--- src/rtl/trc_pkg.sv ---
package trc_pkg;

    localparam int ADDR_W        = 32;
    localparam int SYNC_ZEROS    = 5;
    localparam logic [7:0] SYNC_TAIL = 8'h80;
    localparam logic [7:0] HDR_START = 8'h08;
    localparam int START_BYTES   = 4;
    localparam int BR_MAX_BYTES  = 5;
    localparam int CNT_W         = $clog2(BR_MAX_BYTES);
    localparam int ZRUN_W        = $clog2(SYNC_ZEROS + 1);

    typedef enum logic [1:0] {
        PS_HUNT,
        PS_HDR,
        PS_START,
        PS_BRANCH
    } pstate_t;

    typedef enum logic {
        EV_START  = 1'b0,
        EV_BRANCH = 1'b1
    } ev_kind_t;

    typedef struct packed {
        logic              valid;
        ev_kind_t          kind;
        logic [ADDR_W-1:0] addr;
    } trc_event_t;

    // Fold one branch-packet byte into the address it refines.
    function automatic logic [ADDR_W-1:0] merge_branch(
        input logic [ADDR_W-1:0] prev,
        input logic [7:0]        b,
        input logic [CNT_W-1:0]  idx
    );
        logic [ADDR_W-1:0] r;
        r = prev;
        case (idx)
            3'd0: begin
                r[6:1] = b[6:1];
                r[0]   = 1'b0;
            end
            3'd1: r[13:7]  = b[6:0];
            3'd2: r[20:14] = b[6:0];
            3'd3: r[27:21] = b[6:0];
            3'd4: r[31:28] = b[3:0];
            default: r = prev;
        endcase
        return r;
    endfunction

    // Drop one start-packet payload byte into its lane, low byte first.
    function automatic logic [ADDR_W-1:0] place_byte(
        input logic [ADDR_W-1:0] acc,
        input logic [7:0]        b,
        input logic [CNT_W-1:0]  idx
    );
        logic [ADDR_W-1:0] r;
        r = acc;
        case (idx)
            3'd0: r[7:0]   = b;
            3'd1: r[15:8]  = b;
            3'd2: r[23:16] = b;
            3'd3: r[31:24] = b;
            default: r = acc;
        endcase
        return r;
    endfunction

    function automatic logic in_window(
        input logic [ADDR_W-1:0] a,
        input logic [ADDR_W-1:0] lo,
        input logic [ADDR_W-1:0] hi
    );
        return (a >= lo) && (a <= hi);
    endfunction

endpackage

--- src/rtl/trc_sync_hunt.sv ---
module trc_sync_hunt
    import trc_pkg::*;
(
    input  logic       clk,
    input  logic       rst,
    input  logic       in_valid,
    input  logic [7:0] in_byte,
    input  logic       parser_busy,
    output logic       sync_hit,
    output logic       locked,
    output logic       sync_err
);

    localparam logic [ZRUN_W-1:0] ZRUN_FULL = ZRUN_W'(SYNC_ZEROS);

    logic [ZRUN_W-1:0] zrun;
    logic              run_mid;

    assign sync_hit = in_valid && (in_byte == SYNC_TAIL) && (zrun == ZRUN_FULL);

    always_ff @(posedge clk) begin
        if (rst) begin
            zrun     <= '0;
            run_mid  <= 1'b0;
            locked   <= 1'b0;
            sync_err <= 1'b0;
        end else begin
            sync_err <= sync_hit && locked && run_mid;
            if (sync_hit) begin
                locked <= 1'b1;
            end
            if (in_valid) begin
                if (in_byte == 8'h00) begin
                    if (zrun == '0) begin
                        run_mid <= parser_busy;
                    end
                    if (zrun != ZRUN_FULL) begin
                        zrun <= zrun + 1'b1;
                    end
                end else begin
                    zrun <= '0;
                end
            end
        end
    end

endmodule

--- src/rtl/trc_pkt_parser.sv ---
module trc_pkt_parser
    import trc_pkg::*;
(
    input  logic       clk,
    input  logic       rst,
    input  logic       in_valid,
    input  logic [7:0] in_byte,
    input  logic       sync_hit,
    output logic       busy,
    output trc_event_t raw_ev
);

    localparam logic [CNT_W-1:0] START_LAST = CNT_W'(START_BYTES - 1);
    localparam logic [CNT_W-1:0] BR_LAST    = CNT_W'(BR_MAX_BYTES - 1);

    pstate_t           st;
    logic [ADDR_W-1:0] last_addr;
    logic [ADDR_W-1:0] acc;
    logic [CNT_W-1:0]  cnt;

    logic [ADDR_W-1:0] br_next;
    logic [ADDR_W-1:0] start_next;
    logic              br_more;

    always_comb begin
        if (st == PS_HDR) begin
            br_next = merge_branch(last_addr, in_byte, '0);
        end else begin
            br_next = merge_branch(acc, in_byte, cnt);
        end
        start_next = place_byte(acc, in_byte, cnt);
        br_more    = in_byte[7] && (cnt != BR_LAST);
    end

    assign busy = (st == PS_START) || (st == PS_BRANCH);

    always_ff @(posedge clk) begin
        if (rst) begin
            st        <= PS_HUNT;
            last_addr <= '0;
            acc       <= '0;
            cnt       <= '0;
            raw_ev    <= '0;
        end else begin
            raw_ev.valid <= 1'b0;
            if (sync_hit) begin
                st        <= PS_HDR;
                last_addr <= '0;
                cnt       <= '0;
            end else if (in_valid) begin
                unique case (st)
                    PS_HUNT: begin
                        st <= PS_HUNT;
                    end
                    PS_HDR: begin
                        if (in_byte[0]) begin
                            if (in_byte[7]) begin
                                acc <= br_next;
                                cnt <= CNT_W'(1);
                                st  <= PS_BRANCH;
                            end else begin
                                raw_ev.valid <= 1'b1;
                                raw_ev.kind  <= EV_BRANCH;
                                raw_ev.addr  <= br_next;
                                last_addr    <= br_next;
                            end
                        end else if (in_byte == HDR_START) begin
                            acc <= '0;
                            cnt <= '0;
                            st  <= PS_START;
                        end
                    end
                    PS_START: begin
                        acc <= start_next;
                        if (cnt == START_LAST) begin
                            raw_ev.valid <= 1'b1;
                            raw_ev.kind  <= EV_START;
                            raw_ev.addr  <= {start_next[ADDR_W-1:1], 1'b0};
                            last_addr    <= {start_next[ADDR_W-1:1], 1'b0};
                            st           <= PS_HDR;
                        end else begin
                            cnt <= cnt + 1'b1;
                        end
                    end
                    PS_BRANCH: begin
                        if (br_more) begin
                            acc <= br_next;
                            cnt <= cnt + 1'b1;
                        end else begin
                            raw_ev.valid <= 1'b1;
                            raw_ev.kind  <= EV_BRANCH;
                            raw_ev.addr  <= br_next;
                            last_addr    <= br_next;
                            st           <= PS_HDR;
                        end
                    end
                    default: st <= PS_HUNT;
                endcase
            end
        end
    end

endmodule

--- src/rtl/trc_window_filter.sv ---
module trc_window_filter
    import trc_pkg::*;
#(
    parameter int NREG = 2
) (
    input  trc_event_t               raw_ev,
    input  logic [NREG-1:0]          win_en,
    input  logic [NREG*ADDR_W-1:0]   win_lo,
    input  logic [NREG*ADDR_W-1:0]   win_hi,
    output trc_event_t               qual_ev
);

    logic [NREG-1:0] hit;

    for (genvar i = 0; i < NREG; i++) begin : g_win
        assign hit[i] = win_en[i] &&
                        in_window(raw_ev.addr,
                                  win_lo[i*ADDR_W +: ADDR_W],
                                  win_hi[i*ADDR_W +: ADDR_W]);
    end

    logic pass;
    assign pass = (win_en == '0) || (|hit);

    always_comb begin
        qual_ev       = raw_ev;
        qual_ev.valid = raw_ev.valid && pass;
    end

endmodule

--- src/rtl/trc_decoder.sv ---
module trc_decoder
    import trc_pkg::*;
#(
    parameter int NREG = 2
) (
    input  logic                   clk,
    input  logic                   rst,
    input  logic                   in_valid,
    input  logic [7:0]             in_byte,
    input  logic [NREG-1:0]        win_en,
    input  logic [NREG*32-1:0]     win_lo,
    input  logic [NREG*32-1:0]     win_hi,
    output logic                   ev_valid,
    output logic [31:0]            ev_addr,
    output logic                   ev_kind,
    output logic                   sync_err,
    output logic                   locked
);

    logic       sync_hit;
    logic       parser_busy;
    trc_event_t raw_ev;
    trc_event_t qual_ev;

    trc_sync_hunt u_hunt (
        .clk         (clk),
        .rst         (rst),
        .in_valid    (in_valid),
        .in_byte     (in_byte),
        .parser_busy (parser_busy),
        .sync_hit    (sync_hit),
        .locked      (locked),
        .sync_err    (sync_err)
    );

    trc_pkt_parser u_parser (
        .clk      (clk),
        .rst      (rst),
        .in_valid (in_valid),
        .in_byte  (in_byte),
        .sync_hit (sync_hit),
        .busy     (parser_busy),
        .raw_ev   (raw_ev)
    );

    trc_window_filter #(.NREG(NREG)) u_filter (
        .raw_ev  (raw_ev),
        .win_en  (win_en),
        .win_lo  (win_lo),
        .win_hi  (win_hi),
        .qual_ev (qual_ev)
    );

    assign ev_valid = qual_ev.valid;
    assign ev_addr  = qual_ev.addr;
    assign ev_kind  = qual_ev.kind;

endmodule

--- config.mk ---
export PLATFORM = sky130hd
export DESIGN_NAME = trc_decoder
export DESIGN_NICKNAME = d
export VERILOG_FILES = /design/src/rtl/trc_pkg.sv /design/src/rtl/trc_sync_hunt.sv /design/src/rtl/trc_pkt_parser.sv /design/src/rtl/trc_window_filter.sv /design/src/rtl/trc_decoder.sv
export SDC_FILE = /design/constraint.sdc
export NUM_CORES = 1
export LEC_CHECK = 0
export BUFFER_PORTS_ARGS = -buffer_cell sky130_fd_sc_hd__buf_2
export CORE_MARGIN = 3
export CORE_UTILIZATION = 57
export CTS_BUF_LIST = sky130_fd_sc_hd__clkbuf_16
export DETAILED_ROUTE_END_ITERATION = 8
export PLACE_DENSITY = 0.85
export SLEW_MARGIN = 20
export SYNTH_ARGS = -nofsm -noshare
export SYNTH_HDL_FRONTEND = slang
export SYNTH_SLANG_ARGS = --single-unit
--- constraint.sdc ---
create_clock -name clk -period 2.7 [get_ports clk]
set_input_delay 0.54 -clock clk [delete_from_list [all_inputs] [get_ports clk]]
set_output_delay 0.54 -clock clk [all_outputs]
set_load 0.02 [all_outputs]
==> Word level (Yosys, flattened, before mapping) <==
Index checks and enable logic that the tools add are counted.
Widths: inputs -> output; s select.
{ "op_classes": {"n_addsub": 2, "n_lt_le_gt_ge": 4, "eq_ne": 26, "muxes": 41, "bitwise": 2, "n_reduce_logical": 31} }
{ "ops": {"columns": ["operator", "count"], "rows": [
  ["$mux 32", 9],
  ["$pmux 32 s3", 2],
  ["$mux 34", 4],
  ["$pmux 34 s3", 1],
  ["$ge 32x32->1", 2],
  ["$le 32x32->1", 2],
  ["$mux 8", 4],
  ["$mux 7", 4],
  ["$mux 3", 7],
  ["$ne 3x3->1 const B", 6],
  ["$reduce_and 6->1", 3],
  ["$ne 2x2->1 const B", 7],
  ["$reduce_and 7->1", 2],
  ["$logic_and 1x1->1", 10],
  ["$mux 2", 5],
  ["$reduce_and 5->1", 2],
  ["$pmux 3 s3", 1],
  ["$eq 8x4->1 const B", 1],
  ["$eq 8x8->1 const B", 1],
  ["$logic_not 8->1", 1],
  ["$ne 4x4->1 const B", 2],
  ["$pmux 2 s4", 1],
  ["$add 3x1->3 const B", 2],
  ["$eq 3x2->1 const B", 2],
  ["other kinds (17)", 25]
]} }
{ "word_totals": {"register_bits": 109, "input_bits": 141, "output_inout_bits": 36} }

==> Logic depth before layout (Yosys ltp) <==
{ "logic_depth": {"word_depth": 6, "ltp_mapped": 11, "mapped_depth_nobuf": 9} }

==> Cells and area by module <==
Synthesis repeated with hierarchy kept, for this count alone.
{ "unflattened": {"hier_cells": 1294, "area_unflattened_um2": 9470.3} }
{ "modules_own_cells": {"columns": ["module", "n_inst", "cells_each", "area_each_um2", "seq_area_each_um2"], "rows": [
  ["trc_pkt_parser", 1, 771, 5620.4, 1921.8],
  ["trc_window_filter", 1, 480, 3489.6, 0.0],
  ["trc_sync_hunt", 1, 43, 360.3, 120.1]
]} }

==> Least setup slack after synthesis <==
No wires, ideal clock.
{ "synth_timing": {"kind": "input-to-output", "start": "input win_hi[7]", "end": "output ev_valid", "arrival_ps": 2414, "required_ps": 2160, "slack_ps": -254, "stages": 9, "path_buffers": 0, "cell_sequence": "inv_1 -> ha_1 -> a21oi_1 -> o21ai_0 -> o2bb2ai_1 -> or4_1 -> a31oi_1 -> o2bb2ai_1 -> a21boi_0"} }
{ "synth_via": {"elab_chain_cells": 6} }
{ "synth_lines": {"columns": ["element", "line", "text"], "rows": [
  ["start, declared", "trc_decoder.sv:12", "input logic [NREG*32-1:0] win_hi,"],
  ["$le 32x32->1", "trc_pkg.sv:75", "return (a >= lo) && (a <= hi);"],
  ["$logic_and 1x1->1", "trc_pkg.sv:75", null],
  ["$logic_and 1x1->1", "trc_window_filter.sv:16", "assign hit[i] = win_en[i] &&"],
  ["$reduce_or 2->1", "trc_window_filter.sv:23", "assign pass = (win_en == '0) || (|hit);"],
  ["$logic_or 1x1->1", "trc_window_filter.sv:23", null],
  ["$logic_and 1x1->1", "trc_window_filter.sv:27", "qual_ev.valid = raw_ev.valid && pass;"],
  ["end, declared", "trc_decoder.sv:13", "output logic ev_valid,"]
]} }
Every way passes these cells.

==> Worst setup path after layout <==
{ "layout_timing": {"start": "register, netlist name u_parser.raw_ev[15]", "end": "output ev_valid"} }
{ "layout_via": {"elab_chain_cells": 6} }
{ "layout_lines": {"columns": ["element", "line"], "rows": [
  ["$ge 32x32->1 or $le 32x32->1 (tied branches)", "trc_pkg.sv:75"],
  ["$logic_and 1x1->1", "trc_pkg.sv:75"],
  ["$logic_and 1x1->1", "trc_window_filter.sv:16"],
  ["$reduce_or 2->1 (*)", "trc_window_filter.sv:23"],
  ["$logic_or 1x1->1 (*)", "trc_window_filter.sv:23"],
  ["$logic_and 1x1->1 (*)", "trc_window_filter.sv:27"]
]} }
Mark *: on every way between the ends. The rest lies on a longest branch, timed or not.

==> results.py <==
metrics = {
    "outcome": {
        "outcome": "complete, but fails checks",
        "violations": "DRC, setup timing",
    },
    "power_and_ir_drop": {
        "seq_power_share_pct": 44.5,
        "vdd_drop_max_uv": 226,
        "sw_frac_of_total_pct": 25.7,
        "p_total_mw": 3.35,
        "switching_power_uw": 861,
        "combinationalPowerShare_pct": 13.6,
        "internal-power_mw": 2.49,
        "p_per_area_mw_per_mm2": 296,
        "p_leak_nw": 5.28,
        "clockPowerShare_pct": 41.8,
    },
    "grt": {
        "grt_max_degree": 71,
        "grt_pass1_vias": 9579,
        "gr-usage-all-layers_pct": 32.0,
        "grt-ovfl-total": 0,
        "grt_pass1_wl_um": 46700,
        "antenna_found_initial": 0,
    },
    "clock_tree": {
        "cts_root_buffer": "clkbuf_16",
        "cts.reportedPaths.clkPinSlew_ns": 0.07,
        "ctsHtreeMaxLevel": 3,
        "insertion_delay_ns": 0.36,
        "cts_tree": "yes",
        "cts_num_sinks": 102,
        "postCtsHoldBufs": 0,
        "clockBufferDepth": 2,
        "numCtsBuffers": 9,
    },
    "routing": {
        "drtAntennaViolNets": 0,
        "drt-pass1-iter-count": 9,
        "drc": 9,
        "wire_per_inst_um": 19.8,
        "drt-vias-per-instance": 6.36,
        "dr.first_iter.drc_count": 1364,
        "wl_um": 32000,
        "vias": 10300,
    },
    "synthesis": {
        "yosys_warnings": 0,
        "ys_seq_area_share_pct": 22.4,
        "synth-seq-cells": 102,
        "synth_edf_count": 0,
        "syn_nets": 1497,
        "synth_cells": 1220,
        "synthArstFlopShare_pct": 0,
        "netlist_area_mm2": 0.00910,
        "ys.flop_type": "dfxtp_1",
        "synth_cell_types": 60,
        "avgSynthCellArea_um2": 7.46,
    },
    "sta": {
        "hold_viol": 0,
        "setup_viol": 1,
        "tns_ns": -0.455,
        "post-route-period-util_pct": 117,
        "worst_pin_slew_ns": 0.748,
        "finalCriticalPeriod_ns": 3.16,
        "holdWs_ns": 0.472,
        "drv_slew": 0,
        "max_freq_ghz": 0.317,
        "rsz0062_at_grt": "true",
        "fin_skew_ns": 0.00676,
        "slew_headroom_pct": 49.8,
        "layout_setup_ws_ns": -0.455,
    },
    "setup_path": {
        "slowest_stage": "dfxtp_4",
        "critPathLaunchType": "flop",
        "cp_cell_sequence": "buf_4 > ha_1 > nand4_1 > nor4_2 > a22o_1 > o311ai_2 > o2bb2ai_1 > a21boi_2 > buf_6",
        "critPathMaxFanout": 4,
        "endpoint_kind": "output pin",
        "critPathRequiredTime_ns": 2.16,
        "cp.arrival_ns": 2.62,
        "critPathMaxStageDelay_ns": 0.38,
        "path_class": "flop to output pin",
    },
    "cells_and_area": {
        "nNetsFinal": 1675,
        "antenna_cells": 0,
        "synthToLayoutAreaGrowth_pct": 24.6,
        "layout-drive-gt1-share_pct": 28.2,
        "fin_area_mm2": 0.0113,
        "stdcell_count": 1614,
    },
    "floorplanning": {
        "rows": 45,
        "die_area_mm2": 0.0175,
        "die_w_um": 132,
        "core_area_mm2": 0.0154,
        "start_util_pct": 59.0,
        "ioPinCount": 177,
        "dieHeight_um": 132,
    },
    "flow_run": {
        "maxCapViolations": 0,
    },
    "placed_design": {
        "placed_cell_area_mm2": 0.0105,
        "place_congestion": 0.942,
        "dp_cells": 1593,
        "io_buffer_count": 176,
        "dp_hpwl_um": 20900,
    },
    "worst_hold_path": {
        "hold_class": "flop to flop",
    },
}
-- Yosys cell counts, drive strengths merged, types with 10 or more instances --
| cell | number | area share [%] |
|---|---|---|
| ha | 136 | 19 |
| o21ai | 49 | 2.7 |
| a211oi | 58 | 6.3 |
| nand3 | 13 | 0.72 |
| a21oi | 132 | 7.3 |
| nand4 | 25 | 1.7 |
| inv | 138 | 5.7 |
| nor2 | 147 | 6.1 |
| o221ai | 10 | 0.96 |
| a221oi | 18 | 1.7 |
| clkbuf | 55 | 2.3 |
| nor3 | 29 | 1.7 |
| buf | 48 | 4.0 |
| nor2b | 12 | 0.83 |
| nand2 | 105 | 4.3 |
| mux2i | 15 | 1.7 |
| a31oi | 15 | 1.0 |
| dfxtp | 102 | 22 |
| a21o | 10 | 0.84 |
-- cells by family (layout without fill, tap and decap cells) --
kind of cell | Yosys count | in the layout | synth area share (%)
AOI/OAI and AO/OA | 358 | 358 | 26.9
and+or+nand+nor | 364 | 365 | 18.0
xor gates and xnor gates | 1 | 1 | 0.0963
muxes | 17 | 17 | 1.90
buffers and inverters | 242 | 424 | 12.0
DFF | 102 | 102 | 22.4
adders and majority gates | 136 | 136 | 18.7
-- area by class of cell --
type | count | area (um2)
Sequential cell | 102 | 2090
Clock buffer | 9 | 225
Clock inverter | 7 | 88.8
Fill cell | 1049 | 4090
Inverter | 139 | 522
Timing Repair Buffer | 269 | 1680
Multi-Input combinational cell | 877 | 6460
Tap cell | 211 | 264
-- power groups by stage --
stage	combinational, mW	sequential (mW)	clock (mW)
after floorplan	0.197	1.54	0
after global placement	0.377	1.54	0
final	0.457	1.49	1.40
after CTS	0.412	1.50	1.40
after detailed placement	0.389	1.54	0
after global routing	0.494	1.49	1.45
-- worst max-delay path, delay by kind of cell (launching register included) --
kind	cells	cell delay (ns)
compound gates	4	0.68
simple gates	2	0.53
flops	1	0.38
buf+inv	2	0.29
fa+ha+maj	1	0.36
-- worst paths after layout --
path	from	end	slack (ns)	cells past startpoint
min	u_parser.last_addr[29]	u_parser.last_addr[29]	0.47	2
max	u_parser.raw_ev[15]	ev_valid	-0.46	9
max reg2reg	u_parser.cnt[2]	u_parser.raw_ev[19]	0.15	8
min reg2reg	u_parser.last_addr[29]	u_parser.last_addr[29]	0.47	2
-- registers in the layout, summed over array words and instances, names as in the netlist --
register / cells
u_parser.raw_ev: 34
u_parser.acc: 32
u_parser.last_addr: 25
u_hunt.zrun: 3
u_parser.cnt: 3
u_parser.st: 2
u_hunt.locked: 1
u_hunt.run_mid: 1
u_hunt.sync_err: 1
-- metrics by stage --
stage	util, %	setup WS [ns]
2_1_floorplan	-	0.00403
3_3_place_gp	67.8	-0.321
3_5_place_dp	67.8	-0.336
4_1_cts	72.2	-0.198
5_1_grt	73.5	-0.477
6_report	73.5	-0.455
-- timing repair --
item                       in CTS  in global routing
hold endpoints to repair        0                  0
gates resized for setup        68                 25
pin swaps                      27                 13
setup endpoints to repair       1                  2
gates cloned                    0                  1
setup buffers                   1                  3
-- metal layers --
metal / part of all wire (%) / global-route usage (%)
met2: 46 / 53.9
met3: 10 / 5.23
met1: 37 / 38.8
met5: 0 / 0
met4: 6.4 / 18.1
-- cell usage in the layout, fill, tap and decap left out, types with 15 or more instances in the layout --
cell type,instances
nor2_1,146
mux2i_1,15
nor3_1,26
o21ai_0,43
dfxtp_1,84
ha_1,110
a21oi_1,123
a31oi_1,15
nand2_1,104
buf_2,175
inv_1,138
ha_4,26
nand4_1,25
a211oi_1,30
a211oi_2,27
buf_4,85
Note: power is estimated with default switching activity, not from simulation.
